## src/rtl/fiw_pkg.sv

```systemverilog
package fiw_pkg;

    typedef enum logic [1:0] {
        FM_STUCK0 = 2'b00,
        FM_STUCK1 = 2'b01,
        FM_DOM0   = 2'b10,
        FM_DOM1   = 2'b11
    } fault_model_e;

    function automatic logic is_bridge(input fault_model_e m);
        return m == FM_DOM0 || m == FM_DOM1;
    endfunction

endpackage

```

## src/rtl/fiw_cfg_reg.sv

```systemverilog
module fiw_cfg_reg
    import fiw_pkg::*;
#(
    parameter int DATA_W = 64,
    localparam int SITE_W = $clog2(DATA_W)
) (
    input  logic              clk,
    input  logic              rst_n,
    input  logic              arm_i,
    input  fault_model_e      model_i,
    input  logic [SITE_W-1:0] site_i,
    output logic              accept_o,
    output logic              armed_o,
    output fault_model_e      model_o,
    output logic [SITE_W-1:0] site_o
);

    localparam logic [SITE_W-1:0] LAST_SITE = SITE_W'(DATA_W - 1);

    typedef struct packed {
        logic              armed;
        fault_model_e      model;
        logic [SITE_W-1:0] site;
    } cfg_t;

    cfg_t cfg_d, cfg_q;
    logic accept;

    always_comb begin
        accept = arm_i && !(is_bridge(model_i) && site_i == LAST_SITE);
        cfg_d  = cfg_q;
        if (accept) begin
            cfg_d.armed = 1'b1;
            cfg_d.model = model_i;
            cfg_d.site  = site_i;
        end
    end

    always_ff @(posedge clk or negedge rst_n) begin
        if (!rst_n) begin
            cfg_q <= '{armed: 1'b0, model: FM_STUCK0, site: '0};
        end else begin
            cfg_q <= cfg_d;
        end
    end

    assign accept_o = accept;
    assign armed_o  = cfg_q.armed;
    assign model_o  = cfg_q.model;
    assign site_o   = cfg_q.site;

    AST_REJECT_TOP_BRIDGE: assert property (@(posedge clk) disable iff (!rst_n)
        (arm_i && is_bridge(model_i) && site_i == LAST_SITE && !armed_o) |=> !armed_o);

    AST_ARMED_STAYS: assert property (@(posedge clk) disable iff (!rst_n)
        armed_o |=> armed_o);

endmodule

```

## src/rtl/fiw_corrupt.sv

```systemverilog
module fiw_corrupt
    import fiw_pkg::*;
#(
    parameter int DATA_W = 64,
    localparam int SITE_W = $clog2(DATA_W)
) (
    input  logic              armed_i,
    input  fault_model_e      model_i,
    input  logic [SITE_W-1:0] site_i,
    input  logic [DATA_W-1:0] data_i,
    output logic [DATA_W-1:0] data_o
);

    logic bridge;
    assign bridge = is_bridge(model_i);

    for (genvar i = 0; i < DATA_W; i++) begin : g_bit
        logic lo_sel;
        logic hi_sel;
        logic up_nb;
        logic dn_nb;

        assign lo_sel = armed_i && site_i == SITE_W'(i);

        if (i == 0) begin : g_first
            assign hi_sel = 1'b0;
            assign dn_nb  = data_i[i];
        end else begin : g_rest
            assign hi_sel = armed_i && bridge && site_i == SITE_W'(i - 1);
            assign dn_nb  = data_i[i-1];
        end

        if (i == DATA_W - 1) begin : g_last
            assign up_nb = data_i[i];
        end else begin : g_inner
            assign up_nb = data_i[i+1];
        end

        always_comb begin
            data_o[i] = data_i[i];
            if (lo_sel) begin
                unique case (model_i)
                    FM_STUCK0: data_o[i] = 1'b0;
                    FM_STUCK1: data_o[i] = 1'b1;
                    FM_DOM0:   data_o[i] = data_i[i] & up_nb;
                    FM_DOM1:   data_o[i] = data_i[i] | up_nb;
                    default:   data_o[i] = data_i[i];
                endcase
            end else if (hi_sel) begin
                data_o[i] = (model_i == FM_DOM0) ? (data_i[i] & dn_nb)
                                                 : (data_i[i] | dn_nb);
            end
        end
    end

endmodule

```

## src/rtl/fiw_activation.sv

```systemverilog
module fiw_activation (
    input  logic clk,
    input  logic rst_n,
    input  logic clear_i,
    input  logic valid_i,
    input  logic diff_i,
    output logic hit_o
);

    typedef struct packed {
        logic hit;
    } act_t;

    act_t act_d, act_q;

    always_comb begin
        act_d = act_q;
        if (clear_i) begin
            act_d.hit = 1'b0;
        end else if (valid_i && diff_i) begin
            act_d.hit = 1'b1;
        end
    end

    always_ff @(posedge clk or negedge rst_n) begin
        if (!rst_n) begin
            act_q <= '{hit: 1'b0};
        end else begin
            act_q <= act_d;
        end
    end

    assign hit_o = act_q.hit;

    AST_HIT_STICKY: assert property (@(posedge clk) disable iff (!rst_n)
        (hit_o && !clear_i) |=> hit_o);

    AST_HIT_CLEARED: assert property (@(posedge clk) disable iff (!rst_n)
        clear_i |=> !hit_o);

endmodule

```

## src/rtl/fault_inject_wrap.sv

```systemverilog
module fault_inject_wrap
    import fiw_pkg::*;
#(
    parameter int DATA_W = 64,
    localparam int SITE_W = $clog2(DATA_W)
) (
    input  logic              clk,
    input  logic              rst_n,
    input  logic              arm,
    input  logic [1:0]        arm_model,
    input  logic [SITE_W-1:0] arm_site,
    input  logic              in_valid,
    input  logic [DATA_W-1:0] in_data,
    output logic              out_valid,
    output logic [DATA_W-1:0] out_data,
    output logic              fault_armed,
    output logic              fault_activated
);

    logic              accept;
    logic              armed;
    fault_model_e      model_q;
    logic [SITE_W-1:0] site_q;
    logic              differs;

    fiw_cfg_reg #(.DATA_W(DATA_W)) i_cfg (
        .clk      (clk),
        .rst_n    (rst_n),
        .arm_i    (arm),
        .model_i  (fault_model_e'(arm_model)),
        .site_i   (arm_site),
        .accept_o (accept),
        .armed_o  (armed),
        .model_o  (model_q),
        .site_o   (site_q)
    );

    fiw_corrupt #(.DATA_W(DATA_W)) i_corrupt (
        .armed_i (armed),
        .model_i (model_q),
        .site_i  (site_q),
        .data_i  (in_data),
        .data_o  (out_data)
    );

    assign differs = out_data != in_data;

    fiw_activation i_act (
        .clk     (clk),
        .rst_n   (rst_n),
        .clear_i (accept),
        .valid_i (in_valid),
        .diff_i  (differs),
        .hit_o   (fault_activated)
    );

    assign out_valid   = in_valid;
    assign fault_armed = armed;

    logic [DATA_W-1:0] site_mask;
    logic [SITE_W:0]   site_up;
    always_comb begin
        site_mask = DATA_W'(1) << site_q;
        if (is_bridge(model_q)) begin
            site_mask = site_mask | (DATA_W'(2) << site_q);
        end
        site_up = {1'b0, site_q} + 1'b1;
    end

    AST_PASS_UNARMED: assert property (@(posedge clk) disable iff (!rst_n)
        !fault_armed |-> out_data == in_data);

    AST_SITE_ONLY: assert property (@(posedge clk) disable iff (!rst_n)
        fault_armed |-> ((out_data ^ in_data) & ~site_mask) == '0);

    AST_STUCK_VALUE: assert property (@(posedge clk) disable iff (!rst_n)
        (fault_armed && !is_bridge(model_q)) |-> out_data[site_q] == model_q[0]);

    AST_BRIDGE_MATCH: assert property (@(posedge clk) disable iff (!rst_n)
        (fault_armed && is_bridge(model_q) && site_up < (SITE_W+1)'(DATA_W))
            |-> out_data[site_q] == out_data[site_up[SITE_W-1:0]]);

    AST_HIT_ON_CHANGE: assert property (@(posedge clk) disable iff (!rst_n)
        (in_valid && out_data != in_data && !accept) |=> fault_activated);

endmodule

```

## config.mk

```make
export PLATFORM = sky130hd
export DESIGN_NAME = fault_inject_wrap
export DESIGN_NICKNAME = d
export VERILOG_FILES = /design/src/rtl/fiw_pkg.sv /design/src/rtl/fiw_cfg_reg.sv /design/src/rtl/fiw_corrupt.sv /design/src/rtl/fiw_activation.sv /design/src/rtl/fault_inject_wrap.sv
export SDC_FILE = /design/constraint.sdc
export NUM_CORES = 1
export LEC_CHECK = 0
export CORE_ASPECT_RATIO = 0.7
export CORE_MARGIN = 8
export CORE_UTILIZATION = 36
export CTS_CLUSTER_DIAMETER = 200
export DETAILED_ROUTE_END_ITERATION = 10
export MAX_ROUTING_LAYER = met4
export PLACE_DENSITY = 0.59
export SLEW_MARGIN = 30
export SYNTH_ARGS = -nofsm -noshare
export SYNTH_HDL_FRONTEND = slang
export SYNTH_SLANG_ARGS = --single-unit
```

## constraint.sdc

```tcl
create_clock -name clk -period 3.3 [get_ports clk]
set_input_delay 0.825 -clock clk [delete_from_list [all_inputs] [get_ports clk]]
set_output_delay 0.825 -clock clk [all_outputs]
set_load 0.05 [all_outputs]
```

==> results.yml, run 1 <==
pwr:
  seqPwrFrac_pct: 6.1
  power_per_cell_area_nw_per_um2: 225
  power.internal_mw: 1.26
  power.clock.fraction_pct: 8.3
  net-switching-power_mw: 1.49
  sw_frac_of_total_pct: 54.2
  ir_worst_vdd_mv: 0.153
  power.leakage_nw: 4.69
  combinational_share_of_power_pct: 85.6
min_path:
  min-delay-path-class: "register to register"
  min_path_cells: 1
  hold_start: "i_cfg.site_o[1]"
  destination_of_the_worst_hold_path: "i_cfg.site_o[1]"
placed_design:
  place.detailed.hpwl_mm: 39.8
  number_of_cells_in_the_design_after_placement: 1768
  gpl.final_weighted_congestion: 1.09
  place.port_buffers: 142
  pre_cts_ws_ns: -0.438
synthesis:
  post_synth_and_or_nand_nor_area_fraction_pct: 39.5
  synth_xor_xnor_area_share_pct: 0.362
  synthesis.area_sq_um: 7250
  synth.yosys.warnings: 0
  number_of_synthesized_flops_with_an_enable_pin: 0
  main_combinational_cell_family_by_area_after_synthesis: "compound AO/OA/AOI/OAI gates"
  synthMuxAreaShare_pct: 1.79
  mappedNetlistNets: 1294
  synth.yosys.seq_area_share_pct: 3.45
  synth_fa_ha_area_share_pct: 0.690
  synth-main-ff-cell: "sky130_fd_sc_hd__dfrtp_1"
  synth-seq-cells: 10
  synth_cell_type_count: 86
  postSynthAreaPerCell_sq_um: 5.95
  synth-compound-area-share_pct: 43.4
  async_sr_flop_fraction_pct: 100
  syn_inst: 1218
timing:
  final-max-slew-violation-count: 0
  finalSetupViolCount: 4
  period_utilization_pct: 101
  final.setup.worst_slack_ns: -0.0311
  worst_slew_margin_rel_pct: 42.6
  fin_skew_ns: 0.0112
  unrepaired_setup_endpoints_after_global_routing: "true"
  period_needed_ns: 3.33
  worst-slew-pin-transition_ns: 0.853
  max_freq_mhz: 300
  timing_hold_violations_final: 0
floorplan:
  initial_utilization_pct: 36.6
  design.portCount: 143
  die_y_um: 135
  fp.coreArea_sq_um: 19800
  rows: 43
  die_width_um: 186
  design.die.area_sq_um: 25000
detailed_routing:
  route.detailed.wl_per_inst_um: 28.2
  vias_per_cell: 6.80
  postRouteWirelength_mm: 50.7
  remaining_drc_errors: 0
  detail_route.first_pass.iterations: 6
  route.antenna.remaining_nets: 0
  detailroute.via_count: 12200
  drt-initial-drc-count: 2268
worst_setup_path:
  worstSetupPathType: "primary input to register"
  worst-r2r-cell-count: 12
  timing.critical_path.to_type: "register"
  critical_path.max_fanout: 3
  cp.required_ns: 3.41
  timing.rr.start: "i_cfg.site_o[0]"
  worst_r2r_endpoint: "i_act.hit_o"
  crit_path_start_kind: "primary input"
  worst-r2r-setup-slack_ns: 0.02
  arrival_ns: 3.45
clock_tree:
  cts_max_path_buffers: 2
  tritoncts.num_buffers: 3
  clk_transition_reported_paths_ns: 0.05
  h-tree-depth: 1
  root_buffer: "sky130_fd_sc_hd__clkbuf_16"
  clk_latency_ns: 0.25
  tritoncts: "built"
  cts_sinks: 10
final_layout:
  post_layout_nonfiller_instances: 1796
  fraction_of_layout_instances_using_a_drive_strength_above_1_pct: 33.2
  nets: 1599
  syn_to_final_growth_pct: 68.9
  post-route-util_pct: 61.9
global_route:
  first_pass_grt_wire_length_mm: 72.7
  via_count_of_the_first_global_routing_pass: 11000
  globalRouteOverflowTotal: 0
  globalRouteTotalUtil_pct: 39.5
  number_of_antenna_violations_at_the_first_check_in_global_routing: 4
  grt_start_max_net_pins: 57
flow_run:
  max-cap-violations: 0
outcome:
  run_status: "finished with violations"
  violations: "setup timing"
## cell usage after synthesis, drive strengths merged (8+ instances only)
library cell / n / share of area, %
o211ai: 10 / 1.0
and3: 16 / 1.4
o21a: 9 / 0.93
o21ai: 97 / 6.7
nand3b: 10 / 1.1
a221oi: 9 / 1.1
nand4b: 11 / 1.3
nor2b: 12 / 1.0
nand2b: 52 / 4.5
a22oi: 10 / 1.0
inv: 26 / 1.3
a21o: 13 / 1.3
nor3b: 14 / 1.4
nor4: 21 / 2.0
nor3: 25 / 1.7
clkbuf: 110 / 5.7
a31oi: 25 / 2.2
or3: 10 / 0.86
o31ai: 34 / 3.5
nand3: 44 / 3.0
o221ai: 9 / 1.1
nor4bb: 8 / 1.1
a21boi: 10 / 1.0
a21oi: 165 / 11
nand2: 111 / 5.7
nand4: 30 / 2.6
nor2: 95 / 5.1
a41oi: 8 / 0.97
a211oi: 11 / 1.1
o2111ai: 13 / 1.6
mux2: 8 / 1.2
buf: 51 / 3.7
dfrtp: 10 / 3.5
## what timing repair did
action | CTS | global route
hold buffers | 0 | 0
buffers inserted | 8 | 10
pin swaps | 12 | 13
resized for setup | 29 | 51
endpoints found under the setup margin | 25 | 39
gates cloned | 1 | 0
## cell type report
cell class | instances | area, sq um
antenna | 4 | 10.0
multi-input combinational | 1020 | 6920
timing repair buffer | 461 | 4530
inverter | 27 | 101
sequential | 10 | 264
tap | 270 | 338
clock buffer | 4 | 78.8
fill | 1865 | 7550
## metrics by stage
stage	cell area (sq um)	power (mW)	hold WS (ns)	setup TNS, ns
2_1_floorplan	7650	1.29	0.529	-0.0922
3_3_place_gp	11600	2.33	0.725	-0.363
3_5_place_dp	11600	2.34	0.743	-0.454
4_1_cts	11900	2.62	0.664	-0.0873
5_1_grt	12200	2.84	0.690	-0.270
6_report	12200	2.76	0.666	-0.0521
## critical path, cell delays in order
cell and delay [ns]:
sky130_fd_sc_hd__clkdlybuf4s50_1 0.49, sky130_fd_sc_hd__and3b_1 0.19, sky130_fd_sc_hd__o211ai_1 0.31, sky130_fd_sc_hd__nand4_1 0.25, sky130_fd_sc_hd__a2111oi_4 0.24, sky130_fd_sc_hd__nand4_1 0.13, sky130_fd_sc_hd__or4_4 0.58, sky130_fd_sc_hd__a2111oi_4 0.31
sky130_fd_sc_hd__a31oi_1 0.12
## per-layer routing
layer	share of wire [%]	vias to the layer above	wire length, um	GRT usage (%)
met4	4.1	0	2090	12.4
met3	16	152	8050	13.0
li1	-	5252	-	-
met1	40	5755	20500	53.3
met5	0	-	0	-
met2	39	1061	20000	54.2
## power by group through the flow
stage / Sequential (mW) / Combinational (mW) / Clock (mW)
floorplan: 0.145 / 1.15 / 0
global route: 0.170 / 2.43 / 0.237
detailed placement: 0.170 / 2.17 / 0
CTS: 0.168 / 2.22 / 0.230
global placement: 0.169 / 2.16 / 0
finish: 0.169 / 2.36 / 0.230
## registers in the layout, summed over array words and instances, names as in the netlist
| register | cells |
|---|---|
| i_cfg.site_o | 6 |
| i_cfg.armed_o | 1 |
| i_act.hit_o | 1 |
| i_cfg.model_o | 2 |
## worst max-delay path by stage
stage / startpoint / endpoint / slack, ns / cells past startpoint
after floorplan: i_cfg.model_o[0] / out_data[5] / -0.09 / 9
after global placement: in_data[32] / i_act.hit_o / -0.36 / 10
after detailed placement: in_data[32] / i_act.hit_o / -0.44 / 10
after CTS: in_data[57] / i_act.hit_o / -0.06 / 9
after global routing: in_data[57] / i_act.hit_o / -0.08 / 9
final: in_data[57] / i_act.hit_o / -0.03 / 9
## layout by cell type (no fill, tap or decap), types with 24 or more instances in the layout
master,count
sky130_fd_sc_hd__inv_1,25
sky130_fd_sc_hd__nand3_1,44
sky130_fd_sc_hd__nor2_1,88
sky130_fd_sc_hd__buf_12,65
sky130_fd_sc_hd__nand2_1,108
sky130_fd_sc_hd__nand2b_1,50
sky130_fd_sc_hd__nand4_1,30
sky130_fd_sc_hd__buf_4,309
sky130_fd_sc_hd__o21ai_0,71
sky130_fd_sc_hd__clkdlybuf4s50_1,73
sky130_fd_sc_hd__nor3_1,24
sky130_fd_sc_hd__a21oi_1,154
## cells by family (layout without fill, tap and decap cells)
kind of cell	after synthesis	count (layout)
adders and majority gates	5	5
muxes	12	12
DFF	10	10
other	0	4
buffers and inverters	188	492
xor gates and xnor gates	3	3
and+or+nand+nor	508	508
AOI/OAI and AO/OA	492	492
No activity file was read; power rests on OpenSTA's default activity.
==> run 2, diff against run 1 <==
--- a/config.mk
+++ b/config.mk
@@ -6,7 +6,6 @@
 export NUM_CORES = 1
 export LEC_CHECK = 0
 export CORE_ASPECT_RATIO = 0.7
-export CORE_MARGIN = 8
 export CORE_UTILIZATION = 36
 export CTS_CLUSTER_DIAMETER = 200
 export DETAILED_ROUTE_END_ITERATION = 10
==> results.yml, run 2 (synthesized netlist as in run 1, its figures left out) <==
outcome:
  run_status: "finished clean"
detailed_routing:
  route.antenna.remaining_nets: 0
  drt-initial-drc-count: 2176
  postRouteWirelength_mm: 48.7
  remaining_drc_errors: 0
  detailroute.via_count: 12100
  vias_per_cell: 6.86
  route.detailed.wl_per_inst_um: 27.6
  detail_route.first_pass.iterations: 10
floorplan:
  rows: 43
  design.portCount: 143
  fp.coreArea_sq_um: 19700
  design.die.area_sq_um: 20700
  die_y_um: 121
  die_width_um: 172
  initial_utilization_pct: 36.7
pwr:
  ir_worst_vdd_mv: 0.169
  power_per_cell_area_nw_per_um2: 227
  total_power_mw: 2.70
  power.leakage_nw: 4.52
timing:
  unrepaired_setup_endpoints_after_global_routing: "true"
  period_utilization_pct: 99.5
  worst-slew-pin-transition_ns: 0.881
  final-max-slew-violation-count: 0
  timing_hold_violations_final: 0
  max_freq_mhz: 305
  finalSetupViolCount: 0
  worst_slew_margin_rel_pct: 40.5
  period_needed_ns: 3.28
  fin_skew_ns: 0.00836
final_layout:
  most-common-layout-cells: "sky130_fd_sc_hd__buf_4 (286), sky130_fd_sc_hd__a21oi_1 (157), sky130_fd_sc_hd__nand2_1 (109), sky130_fd_sc_hd__nor2_1 (89), sky130_fd_sc_hd__o21ai_0 (78)"
  final_cell_area_sq_um: 11900
  post-route-util_pct: 60.2
  fraction_of_layout_instances_using_a_drive_strength_above_1_pct: 30.9
  nets: 1570
  fillerInstances: 1885
  post_layout_nonfiller_instances: 1763
  diodes: 0
  largest_reg_flops: 6
  syn_to_final_growth_pct: 63.9
  seqCellArea_sq_um: 262
  multi_input_area_sq_um: 6820
  most_common_cell_after_layout_fill_and_taps_aside: "sky130_fd_sc_hd__buf_4"
worst_setup_path:
  timing.critical_path.slowest_stage_cell: "sky130_fd_sc_hd__dfrtp_2"
  crit_path_start_kind: "register"
  timing.rr.start: "i_cfg.armed_o"
  critical_path.cell_chain: "buf_4, nand3b_1, nor2_4, buf_4, a21oi_1, o21ai_1, o31ai_4, buf_4"
  worstSetupPathType: "register to primary output"
  critical_path.max_stage_delay_ns: 0.49
  cp.required_ns: 2.47
  timing.critical_path.to_type: "primary output"
  cp.buffers_inverters: 3
  worst_setup_path_startpoint: "i_cfg.site_o[5]"
  arrival_ns: 2.46
  worst-r2r-cell-count: 10
  cell_class_contributing_the_biggest_share_of_worst_path_delay: "simple AND/OR/NAND/NOR gates"
  critical_path.max_fanout: 8
  cell_mode_on_critical_path: "sky130_fd_sc_hd__buf_4"
  critical_path_depth: 8
min_path:
  hold_start: "i_cfg.armed_o"
  min-delay-path-class: "register to register"
  min_path_cells: 1
clock_tree:
  tritoncts.num_buffers: 3
  h-tree-depth: 1
  cts_max_path_buffers: 2
  clk_transition_reported_paths_ns: 0.04
  cts_sinks: 10
  cts-hold-fix-buffers: 0
  root_buffer: "sky130_fd_sc_hd__clkbuf_16"
  tritoncts: "built"
  clk_latency_ns: 0.24
placed_design:
  placed_area_sq_um: 11500
  place.detailed.hpwl_mm: 38.0
  gpl.final_weighted_congestion: 1.09
  number_of_cells_in_the_design_after_placement: 1754
  place.port_buffers: 142
global_route:
  number_of_antenna_violations_at_the_first_check_in_global_routing: 1
  first_pass_grt_wire_length_mm: 70.1
  globalRouteOverflowTotal: 0
  grt_start_max_net_pins: 57
  via_count_of_the_first_global_routing_pass: 10800
  globalRouteTotalUtil_pct: 47.1
flow_run:
  max-cap-violations: 0
## run 2: cell types whose count changed in the layout (fill, tap and decap cells not counted), moves of 3 or more
cell / delta
sky130_fd_sc_hd__buf_4: -23
sky130_fd_sc_hd__o21ai_0: +7
sky130_fd_sc_hd__buf_6: -5
sky130_fd_sc_hd__o21ai_1: -5
sky130_fd_sc_hd__diode_2: -4
sky130_fd_sc_hd__a21oi_1: +3
## run 2: through the flow
stage	setup slack (ns)	hold slack (ns)	setup TNS [ns]
finish	0.0176	0.591	0
global route	-0.0685	0.608	-0.103
CTS	0.00537	0.577	0
detailed placement	-0.357	0.568	-0.362
global placement	-0.412	0.559	-0.459
floorplan	-0.0922	0.529	-0.0922
## run 2: cell type report
cell class | instances | area share (%)
repair buffers | 432 | 35.9
multi-input cells | 1020 | 57.4
inverters | 27 | 0.874
well taps | 270 | 2.84
clock buffers | 4 | 0.748
flip-flops and latches | 10 | 2.20
## run 2: what timing repair did
action | CTS | global route
cloned | 0 | 0
setup endpoints to repair | 24 | 31
pin swaps | 1 | 7
gates resized for setup | 18 | 32
setup buffers | 0 | 5
## run 2: routing by layer
| metal | track usage, % | wire length (um) | vias up |
|---|---|---|---|
| met2 | 63.1 | 18900 | 1091 |
| li1 | - | - | 5195 |
| met3 | 16.3 | 8020 | 178 |
| met4 | 19.4 | 2410 | 0 |
| met5 | - | 0 | - |
| met1 | 63.2 | 19300 | 5633 |
## run 2: path summary, 6_finish.rpt
path	slack [ns]	to
max	0.02	out_data[20]
min	0.59	i_cfg.armed_o
max reg2reg	0.04	i_act.hit_o
min reg2reg	0.59	i_cfg.armed_o
max in group asynchronous	1.99	i_cfg.model_o[1]
min in group asynchronous	0.93	i_act.hit_o
## run 2: report_power, final
part | leakage [nW] | internal, mW | switching (mW)
Sequential | 0.111 | 0.136 | 0.0275
Combinational | 4.36 | 0.921 | 1.37
Clock | 0.0442 | 0.183 | 0.0625
Total | 4.52 | 1.24 | 1.46
## run 2: worst reg2reg max path, cell delays in order (launching register included)
cell,delay [ns]
sky130_fd_sc_hd__dfrtp_2,0.46
sky130_fd_sc_hd__buf_4,0.19
sky130_fd_sc_hd__and3b_1,0.27
sky130_fd_sc_hd__buf_12,0.18
sky130_fd_sc_hd__nand2_1,0.22
sky130_fd_sc_hd__nor2_1,0.10
sky130_fd_sc_hd__a41oi_1,0.37
sky130_fd_sc_hd__or4b_1,0.46
sky130_fd_sc_hd__or4_1,0.42
sky130_fd_sc_hd__a2111oi_2,0.33
sky130_fd_sc_hd__a31oi_1,0.12
